$ cat config.mk
export PLATFORM = sky130hd
export DESIGN_NAME = xlat_walker
export DESIGN_NICKNAME = d
export VERILOG_FILES = /design/src/rtl/xlat_walker_pkg.sv /design/src/rtl/xlat_root_sel.sv /design/src/rtl/xlat_entry_dec.sv /design/src/rtl/xlat_walker.sv
export SDC_FILE = /design/constraint.sdc
export NUM_CORES = 1
export LEC_CHECK = 0
export ABC_CLOCK_PERIOD_IN_PS = 3700
export BUFFER_PORTS_ARGS = -buffer_cell sky130_fd_sc_hd__buf_2
export CAP_MARGIN = 20
export CORE_AREA = 2 2 207 209
export CTS_BUF_LIST = sky130_fd_sc_hd__clkbuf_4
export DETAILED_ROUTE_END_ITERATION = 10
export DIE_AREA = 0 0 209 211
export GPL_ROUTABILITY_DRIVEN = 1
export PLACE_DENSITY_LB_ADDON = 0.1
export SLEW_MARGIN = 20
export SYNTH_ARGS = -nofsm -noshare
export SYNTH_HDL_FRONTEND = slang
export SYNTH_SLANG_ARGS = --single-unit
$ cat constraint.sdc
create_clock -name clk -period 3.7 [get_ports clk]
set_input_delay 0.555 -clock clk [delete_from_list [all_inputs] [get_ports clk]]
set_output_delay 0.555 -clock clk [all_outputs]
set_load 0.1 [all_outputs]
$ cat src/rtl/xlat_walker_pkg.sv
package xlat_walker_pkg;
  localparam int AW      = 64;
  localparam int PG_BITS = 12;
  localparam int CODE_W  = 8;
  localparam int LVL_W   = 3;

  // walk depth: 4 region-first .. 1 segment, 0 page
  localparam logic [LVL_W-1:0] LV_PAGE = 3'd0;
  localparam logic [LVL_W-1:0] LV_SEG  = 3'd1;
  localparam logic [LVL_W-1:0] LV_R3   = 3'd2;
  localparam logic [LVL_W-1:0] LV_R2   = 3'd3;
  localparam logic [LVL_W-1:0] LV_R1   = 3'd4;

  localparam logic [CODE_W-1:0] XC_PROT  = 8'h04;
  localparam logic [CODE_W-1:0] XC_SEGX  = 8'h10;
  localparam logic [CODE_W-1:0] XC_PAGEX = 8'h11;
  localparam logic [CODE_W-1:0] XC_SPEC  = 8'h12;

  typedef enum logic [1:0] {ST_IDLE, ST_ISSUE, ST_WAIT, ST_DONE} walk_st_e;

  function automatic logic [AW-1:0] tbl_off(input logic [LVL_W-1:0] lv, input logic [AW-1:0] va);
    case (lv)
      LV_R1:   tbl_off = (va >> 50) & 64'h3FF8;
      LV_R2:   tbl_off = (va >> 39) & 64'h3FF8;
      LV_R3:   tbl_off = (va >> 28) & 64'h3FF8;
      LV_SEG:  tbl_off = (va >> 17) & 64'h3FF8;
      default: tbl_off = (va >> 9)  & 64'h07F8;
    endcase
  endfunction
endpackage

$ cat src/rtl/xlat_root_sel.sv
module xlat_root_sel
  import xlat_walker_pkg::*;
(
  input  logic [1:0]       mode,
  input  logic [AW-1:0]    vaddr,
  input  logic [AW-1:0]    root_pri,
  input  logic [AW-1:0]    root_sec,
  input  logic [AW-1:0]    root_home,
  output logic [LVL_W-1:0] start_lvl,
  output logic [AW-1:0]    first_addr,
  output logic             range_bad,
  output logic             real_space,
  output logic [1:0]       mode_bits
);
  logic [AW-1:0] root;
  logic          unused_root;

  always_comb begin
    case (mode)
      2'b10:   begin root = root_sec;  mode_bits = 2'd2; end
      2'b11:   begin root = root_home; mode_bits = 2'd3; end
      default: begin root = root_pri;  mode_bits = 2'd0; end
    endcase
  end

  assign start_lvl  = {1'b0, root[3:2]} + 3'd1;
  assign real_space = root[5];
  assign first_addr = {root[AW-1:PG_BITS], {PG_BITS{1'b0}}} + tbl_off(start_lvl, vaddr);
  assign unused_root = ^{root[PG_BITS-1:6], root[4], root[1:0]};

  always_comb begin
    case (root[3:2])
      2'd2:    range_bad = |vaddr[63:53];
      2'd1:    range_bad = |vaddr[63:42];
      2'd0:    range_bad = |vaddr[63:31];
      default: range_bad = 1'b0;
    endcase
  end
endmodule

$ cat src/rtl/xlat_entry_dec.sv
module xlat_entry_dec
  import xlat_walker_pkg::*;
(
  input  logic [LVL_W-1:0]  lvl,
  input  logic [AW-1:0]     vaddr,
  input  logic [AW-1:0]     entry,
  input  logic              is_write,
  output logic              fault,
  output logic [CODE_W-1:0] code,
  output logic              prot,
  output logic              final_hit,
  output logic [AW-1:0]     real_addr,
  output logic [1:0]        perm,
  output logic [LVL_W-1:0]  next_lvl,
  output logic [AW-1:0]     next_addr
);
  logic [LVL_W-1:0] lvl_m1;
  logic [AW-1:0]    origin;
  logic             unused_entry;

  assign lvl_m1       = lvl - 3'd1;
  assign next_lvl     = lvl_m1;
  assign origin       = (lvl == LV_SEG) ? {entry[AW-1:11], 11'b0}
                                        : {entry[AW-1:PG_BITS], {PG_BITS{1'b0}}};
  assign next_addr    = origin + tbl_off(lvl_m1, vaddr);
  assign real_addr    = {entry[AW-1:PG_BITS], {PG_BITS{1'b0}}};
  assign unused_entry = ^{entry[8:6], entry[4], entry[1:0]};

  always_comb begin
    fault     = 1'b0;
    code      = '0;
    prot      = 1'b0;
    final_hit = 1'b0;
    perm      = 2'b00;
    if (lvl != LV_PAGE) begin
      if (entry[5]) begin
        fault = 1'b1; code = XC_SEGX;
      end else if (entry[3:2] != lvl_m1[1:0]) begin
        fault = 1'b1; code = XC_SPEC;
      end
    end else if (entry[10]) begin
      fault = 1'b1; code = XC_PAGEX;
    end else if (entry[9] && is_write) begin
      fault = 1'b1; code = XC_PROT; prot = 1'b1;
    end else begin
      final_hit = 1'b1;
      perm      = {~entry[9], 1'b1};
    end
  end
endmodule

$ cat src/rtl/xlat_walker.sv
module xlat_walker
  import xlat_walker_pkg::*;
(
  input  logic              clk,
  input  logic              rst_n,
  input  logic              xlate_en,
  input  logic [AW-1:0]     elem_pri,
  input  logic [AW-1:0]     elem_sec,
  input  logic [AW-1:0]     elem_home,
  input  logic              req_valid,
  output logic              req_ready,
  input  logic [AW-1:0]     req_vaddr,
  input  logic [1:0]        req_mode,
  input  logic              req_write,
  output logic              busy,
  output logic              mem_req_valid,
  input  logic              mem_req_ready,
  output logic [AW-1:0]     mem_req_addr,
  input  logic              mem_rsp_valid,
  input  logic [AW-1:0]     mem_rsp_data,
  output logic              res_valid,
  input  logic              res_ready,
  output logic              res_fault,
  output logic [CODE_W-1:0] res_code,
  output logic [AW-1:0]     res_raddr,
  output logic [1:0]        res_perm,
  output logic [AW-1:0]     res_xword
);
  walk_st_e          st;
  logic [LVL_W-1:0]  lvl_q;
  logic [AW-1:0]     addr_q, va_q, raddr_q, word_q;
  logic [1:0]        mb_q, perm_q;
  logic              wr_q, fault_q;
  logic [CODE_W-1:0] code_q;
  logic [AW-1:0]     va_pg;

  logic [LVL_W-1:0]  s_lvl;
  logic [AW-1:0]     s_addr;
  logic              s_range_bad, s_real;
  logic [1:0]        s_mb;

  logic              d_fault, d_prot, d_final;
  logic [CODE_W-1:0] d_code;
  logic [AW-1:0]     d_raddr, d_addr;
  logic [1:0]        d_perm;
  logic [LVL_W-1:0]  d_lvl;

  assign va_pg = {req_vaddr[AW-1:PG_BITS], {PG_BITS{1'b0}}};

  xlat_root_sel u_root (
    .mode(req_mode), .vaddr(req_vaddr), .root_pri(elem_pri), .root_sec(elem_sec),
    .root_home(elem_home), .start_lvl(s_lvl), .first_addr(s_addr),
    .range_bad(s_range_bad), .real_space(s_real), .mode_bits(s_mb)
  );

  xlat_entry_dec u_dec (
    .lvl(lvl_q), .vaddr(va_q), .entry(mem_rsp_data), .is_write(wr_q),
    .fault(d_fault), .code(d_code), .prot(d_prot), .final_hit(d_final),
    .real_addr(d_raddr), .perm(d_perm), .next_lvl(d_lvl), .next_addr(d_addr)
  );

  always_ff @(posedge clk or negedge rst_n) begin
    if (!rst_n) begin
      st <= ST_IDLE; lvl_q <= '0; addr_q <= '0; va_q <= '0; mb_q <= '0; wr_q <= 1'b0;
      fault_q <= 1'b0; code_q <= '0; raddr_q <= '0; word_q <= '0; perm_q <= '0;
    end else begin
      case (st)
        ST_IDLE: if (req_valid) begin
          va_q <= va_pg; mb_q <= s_mb; wr_q <= req_write;
          fault_q <= 1'b0; code_q <= '0; word_q <= '0; raddr_q <= va_pg; perm_q <= 2'b11;
          if (xlate_en && s_range_bad) begin
            fault_q <= 1'b1; code_q <= XC_SPEC; word_q <= va_pg | {62'b0, s_mb};
            raddr_q <= '0; perm_q <= 2'b00; st <= ST_DONE;
          end else if (!xlate_en || s_real) begin
            st <= ST_DONE;
          end else begin
            lvl_q <= s_lvl; addr_q <= s_addr; st <= ST_ISSUE;
          end
        end
        ST_ISSUE: if (mem_req_ready) st <= ST_WAIT;
        ST_WAIT: if (mem_rsp_valid) begin
          if (d_fault) begin
            fault_q <= 1'b1; code_q <= d_code; word_q <= va_q | {61'b0, d_prot, mb_q};
            raddr_q <= '0; perm_q <= 2'b00; st <= ST_DONE;
          end else if (d_final) begin
            raddr_q <= d_raddr; perm_q <= d_perm; st <= ST_DONE;
          end else begin
            lvl_q <= d_lvl; addr_q <= d_addr; st <= ST_ISSUE;
          end
        end
        default: if (res_ready) st <= ST_IDLE;
      endcase
    end
  end

  assign req_ready     = (st == ST_IDLE);
  assign busy          = (st != ST_IDLE);
  assign mem_req_valid = (st == ST_ISSUE);
  assign mem_req_addr  = addr_q;
  assign res_valid     = (st == ST_DONE);
  assign res_fault     = fault_q;
  assign res_code      = code_q;
  assign res_raddr     = raddr_q;
  assign res_perm      = perm_q;
  assign res_xword     = word_q;

  AST_BUSY_BLOCKS_REQ: assert property (@(posedge clk) disable iff (!rst_n)
    busy |-> !req_ready);
  AST_ACCEPT_SETS_BUSY: assert property (@(posedge clk) disable iff (!rst_n)
    req_valid && req_ready |=> busy);
  AST_RESULT_HELD: assert property (@(posedge clk) disable iff (!rst_n)
    res_valid && !res_ready |=> res_valid && $stable(res_raddr) && $stable(res_xword) && $stable(res_code));
  AST_READ_HELD: assert property (@(posedge clk) disable iff (!rst_n)
    mem_req_valid && !mem_req_ready |=> mem_req_valid && $stable(mem_req_addr));
  AST_NO_READ_WITH_RESULT: assert property (@(posedge clk) disable iff (!rst_n)
    res_valid |-> !mem_req_valid);
  AST_FAULT_CLEARS_PERM: assert property (@(posedge clk) disable iff (!rst_n)
    res_valid && res_fault |-> res_perm == 2'b00 && res_raddr == '0);
  AST_REAL_PAGE_ALIGNED: assert property (@(posedge clk) disable iff (!rst_n)
    res_valid && !res_fault |-> res_raddr[PG_BITS-1:0] == '0 && res_perm[0]);
endmodule

==> flow_metrics.tcl <==
set metrics [dict create \
    synth_adder_area_share_pct 1.83 \
    cts.clk_slew.worst_paths_ps 60 \
    hold_violations 0 \
    fin_skew_ps 52.7 \
    yosysWarnings 0 \
    fp.dieW_um 209 \
    cts_buffer_depth 3 \
    drc 0 \
    peakVddDrop_v 0.000636 \
    synth_top_family_by_area "simple AND/OR/NAND/NOR gates" \
    die-height_um 211 \
    synth.area.top_cells "dfrtp_1 40%, mux2_2 6.9%, nor2_1 4.9%" \
    yosysUniqueCellTypes 61 \
    dr.pass1.iters 7 \
    insertion_delay_ps 700 \
    startpoint_type "flop" \
    rsz0062_at_grt "no" \
    numCtsBuffers 70 \
    ys_ff_latch 234 \
    die_area_um2 44100 \
    synth-simple-area-share_pct 18.6 \
    vias 14700 \
    worstPathCellList "inv_1, ha_1, ha_2, a32oi_1, o21ai_0, ha_2, fa_2, a21oi_4, nor2_2, nand4_1, nor2_1, nand3_1, xor2_1, nor3_1, a221o_1" \
    num_io_pins 537 \
    final_layout_size_suffix_gt1_share_pct 37.3 \
    avgViaCountPerCell 5.35 \
    finalCritPeriodShare_pct 92.9 \
    power_density_nw_per_um2 1120 \
    finalCriticalPeriod_ps 3440 \
    syn_area_per_cell_um2 8.88 \
    hold_path.class "in -> reg" \
    critPathBufInv 1 \
    synth_top_area_share_pct 40.5 \
    clockRootBuffer "clkbuf_4" \
    worstMarginPinSlew_ps 803 \
    drv_cap 0 \
    setup_viol 0 \
    globalRouteOverflowTotal 0 \
    grt_pass1_vias 14500 \
    outcome "complete, no violations" \
    synth_area_um2 14500 \
    synth_xor_area_share_pct 5.93 \
    synth.most_common_cell "dfrtp_1" \
    dp_cells 2622 \
    routabilityCongestion 0.872 \
    p_leak_nw 8.65 \
    grt_max_degree 112 \
    max_freq_mhz 291 \
    max_stage_delay_ps 410 \
    htreeDepth 3 \
    nNetsFinal 2507 \
    grt.total_usage_pct 27.3 \
    cp_data_arrival_time_ps 3990 \
    synth_edf_count 0 \
    yosys-top-cells-count "234 x dfrtp_1, 187 x nor2_1, 150 x nand2_1, 114 x a21oi_1, 95 x nand3_1" \
    finalWirelength_mm 61.6 \
    ys_async_sr_fraction_pct 100 \
    core.rowCount 75 \
    clock_sinks 234 \
    drt_iter0_markers 874 \
    worstSetupEndpointType "flop" \
    fin_cells 2746 \
    yosys.area.top_type "dfrtp_1" \
    grt_pass1_wl_mm 90.3 \
    relSlewSlack_pct 46.5 \
    ant_nets 0 \
    dpl_cell_area_um2 18100 \
    coreArea_um2 41800 \
    drv_slew 0 \
    cts_tree "yes" \
    synth.area.mux_share_pct 11.1 \
    crit_required_ps 4250 \
    crit_top_cell "ha_2" \
    critPathKind "reg -> reg" \
    synth_cells 1629 \
    critical_path.slowest_cell "ha_2" \
    final_area_um2 19000 \
    antenna_found_initial 6 \
    routedWlPerCell_um 22.4 \
    seq_area_frac_synth_pct 40.5 \
    synthFlopType "dfrtp_1" \
    initial_core_util_pct 34.6 \
    dp_hpwl_mm 47.6 \
    synth_compound_area_share_pct 17.0 \
    crit_fanout 9 \
    crit_family "adder cells" \
    syn_to_final_growth_pct 31.3 \
    portBuffers 463 \
]
-- registers in the layout, indices dropped and copies added (netlist names) --
| name | cells |
|---|---|
| res_fault | 1 |
| lvl_q | 3 |
| res_xword | 55 |
| res_code | 3 |
| res_perm | 2 |
| mb_q | 2 |
| mem_req_addr | 61 |
| st | 2 |
| wr_q | 1 |
| res_raddr | 52 |
| va_q | 52 |
-- placed cells by master, fill, tap and decap left out, types with 49 or more instances in the layout --
master / synthesis / layout
o21ai_0: 64 / 53
xor2_1: 49 / 49
nor2_1: 187 / 180
buf_4: 32 / 102
nand3_1: 95 / 95
mux2i_1: 55 / 54
clkbuf_4: 0 / 103
nand2_1: 150 / 150
dfrtp_1: 234 / 234
a21oi_1: 114 / 109
mux2_2: 88 / 88
a22oi_1: 91 / 90
a31oi_1: 57 / 57
buf_2: 11 / 460
-- area by class of cell --
class                           count  area (µm²)
Multi-Input combinational cell   1264        8280
Inverter                           13        48.8
Antenna cell                        6        15.0
Timing Repair Buffer              574        3290
Tap cell                          539         674
Clock buffer                      103         773
Fill cell                        4265       22800
Sequential cell                   234        5860
Clock inverter                     13        52.6
-- stage by stage --
stage / power (W) / util [%] / TNS [ps] / hold WS (ps) / worst slack, ps
2_1_floorplan: 0.0156 / - / -24280 / 259 / -1030
3_3_place_gp: 0.0188 / 43.3 / -3960 / 454 / -260
3_5_place_dp: 0.0189 / 43.3 / -6990 / 465 / -351
4_1_cts: 0.0214 / 45.4 / 0 / 26.8 / 14.0
5_1_grt: 0.0224 / 45.5 / 0 / 54.1 / 17.2
6_report: 0.0213 / 45.5 / 0 / 85.8 / 261
-- cell families after synthesis --
group,after synthesis
fa+ha+maj,20
buf+inv,158
xor+xnor,98
other cells,1
flops,234
mux,148
simple gates,577
compound gates,393
-- timing repair --
action | 4_1_cts | 5_1_grt
pin swaps | 0 | 1
resized for setup | 4 | 7
hold buffers | 1 | 0
buffers inserted | 0 | 1
endpoints found under the hold margin | 59 | 0
setup endpoints to repair | 9 | 25
-- worst paths after layout --
path,slack (ps),cells after the start,to,from
min in group asynchronous,410,2,va_q[44]$_DFFE_PN0P_,rst_n
setup / recovery,260,15,mem_req_addr[41]$_DFFE_PN0P_,lvl_q[1]$_DFFE_PN0P_
hold reg to reg,470,2,mem_req_addr[29]$_DFFE_PN0P_,mem_req_addr[29]$_DFFE_PN0P_
hold / removal,90,2,wr_q$_DFFE_PN0P_,req_write
setup reg to reg,260,15,mem_req_addr[41]$_DFFE_PN0P_,lvl_q[1]$_DFFE_PN0P_
max in group asynchronous,2230,3,va_q[52]$_DFFE_PN0P_,rst_n
-- worst reg2reg max path, delay by kind of cell (launching register included) --
kind / cells / cell delay [ps]
AO/OA/AOI/OAI: 4 / 630
adder cells (fa/ha/maj): 4 / 1130
XOR/XNOR: 1 / 180
flip-flops: 1 / 370
AND/OR/NAND/NOR: 5 / 940
buffers and inverters: 1 / 70
-- routing by layer --
layer	track usage, %	routed length, µm	up-vias
li1	-	-	6935
met1	33.8	25300	7076
met2	47.6	30600	569
met3	4.65	3630	115
met4	10.2	2050	0
met5	0	0	-
-- report_power, final --
group          leakage (nW)  internal (W)  switching, W
Sequential             2.78       0.00389      0.000895
Combinational          5.37       0.00293        0.0111
Clock                 0.498       0.00126       0.00118
No activity file was read; power rests on OpenSTA's default activity.
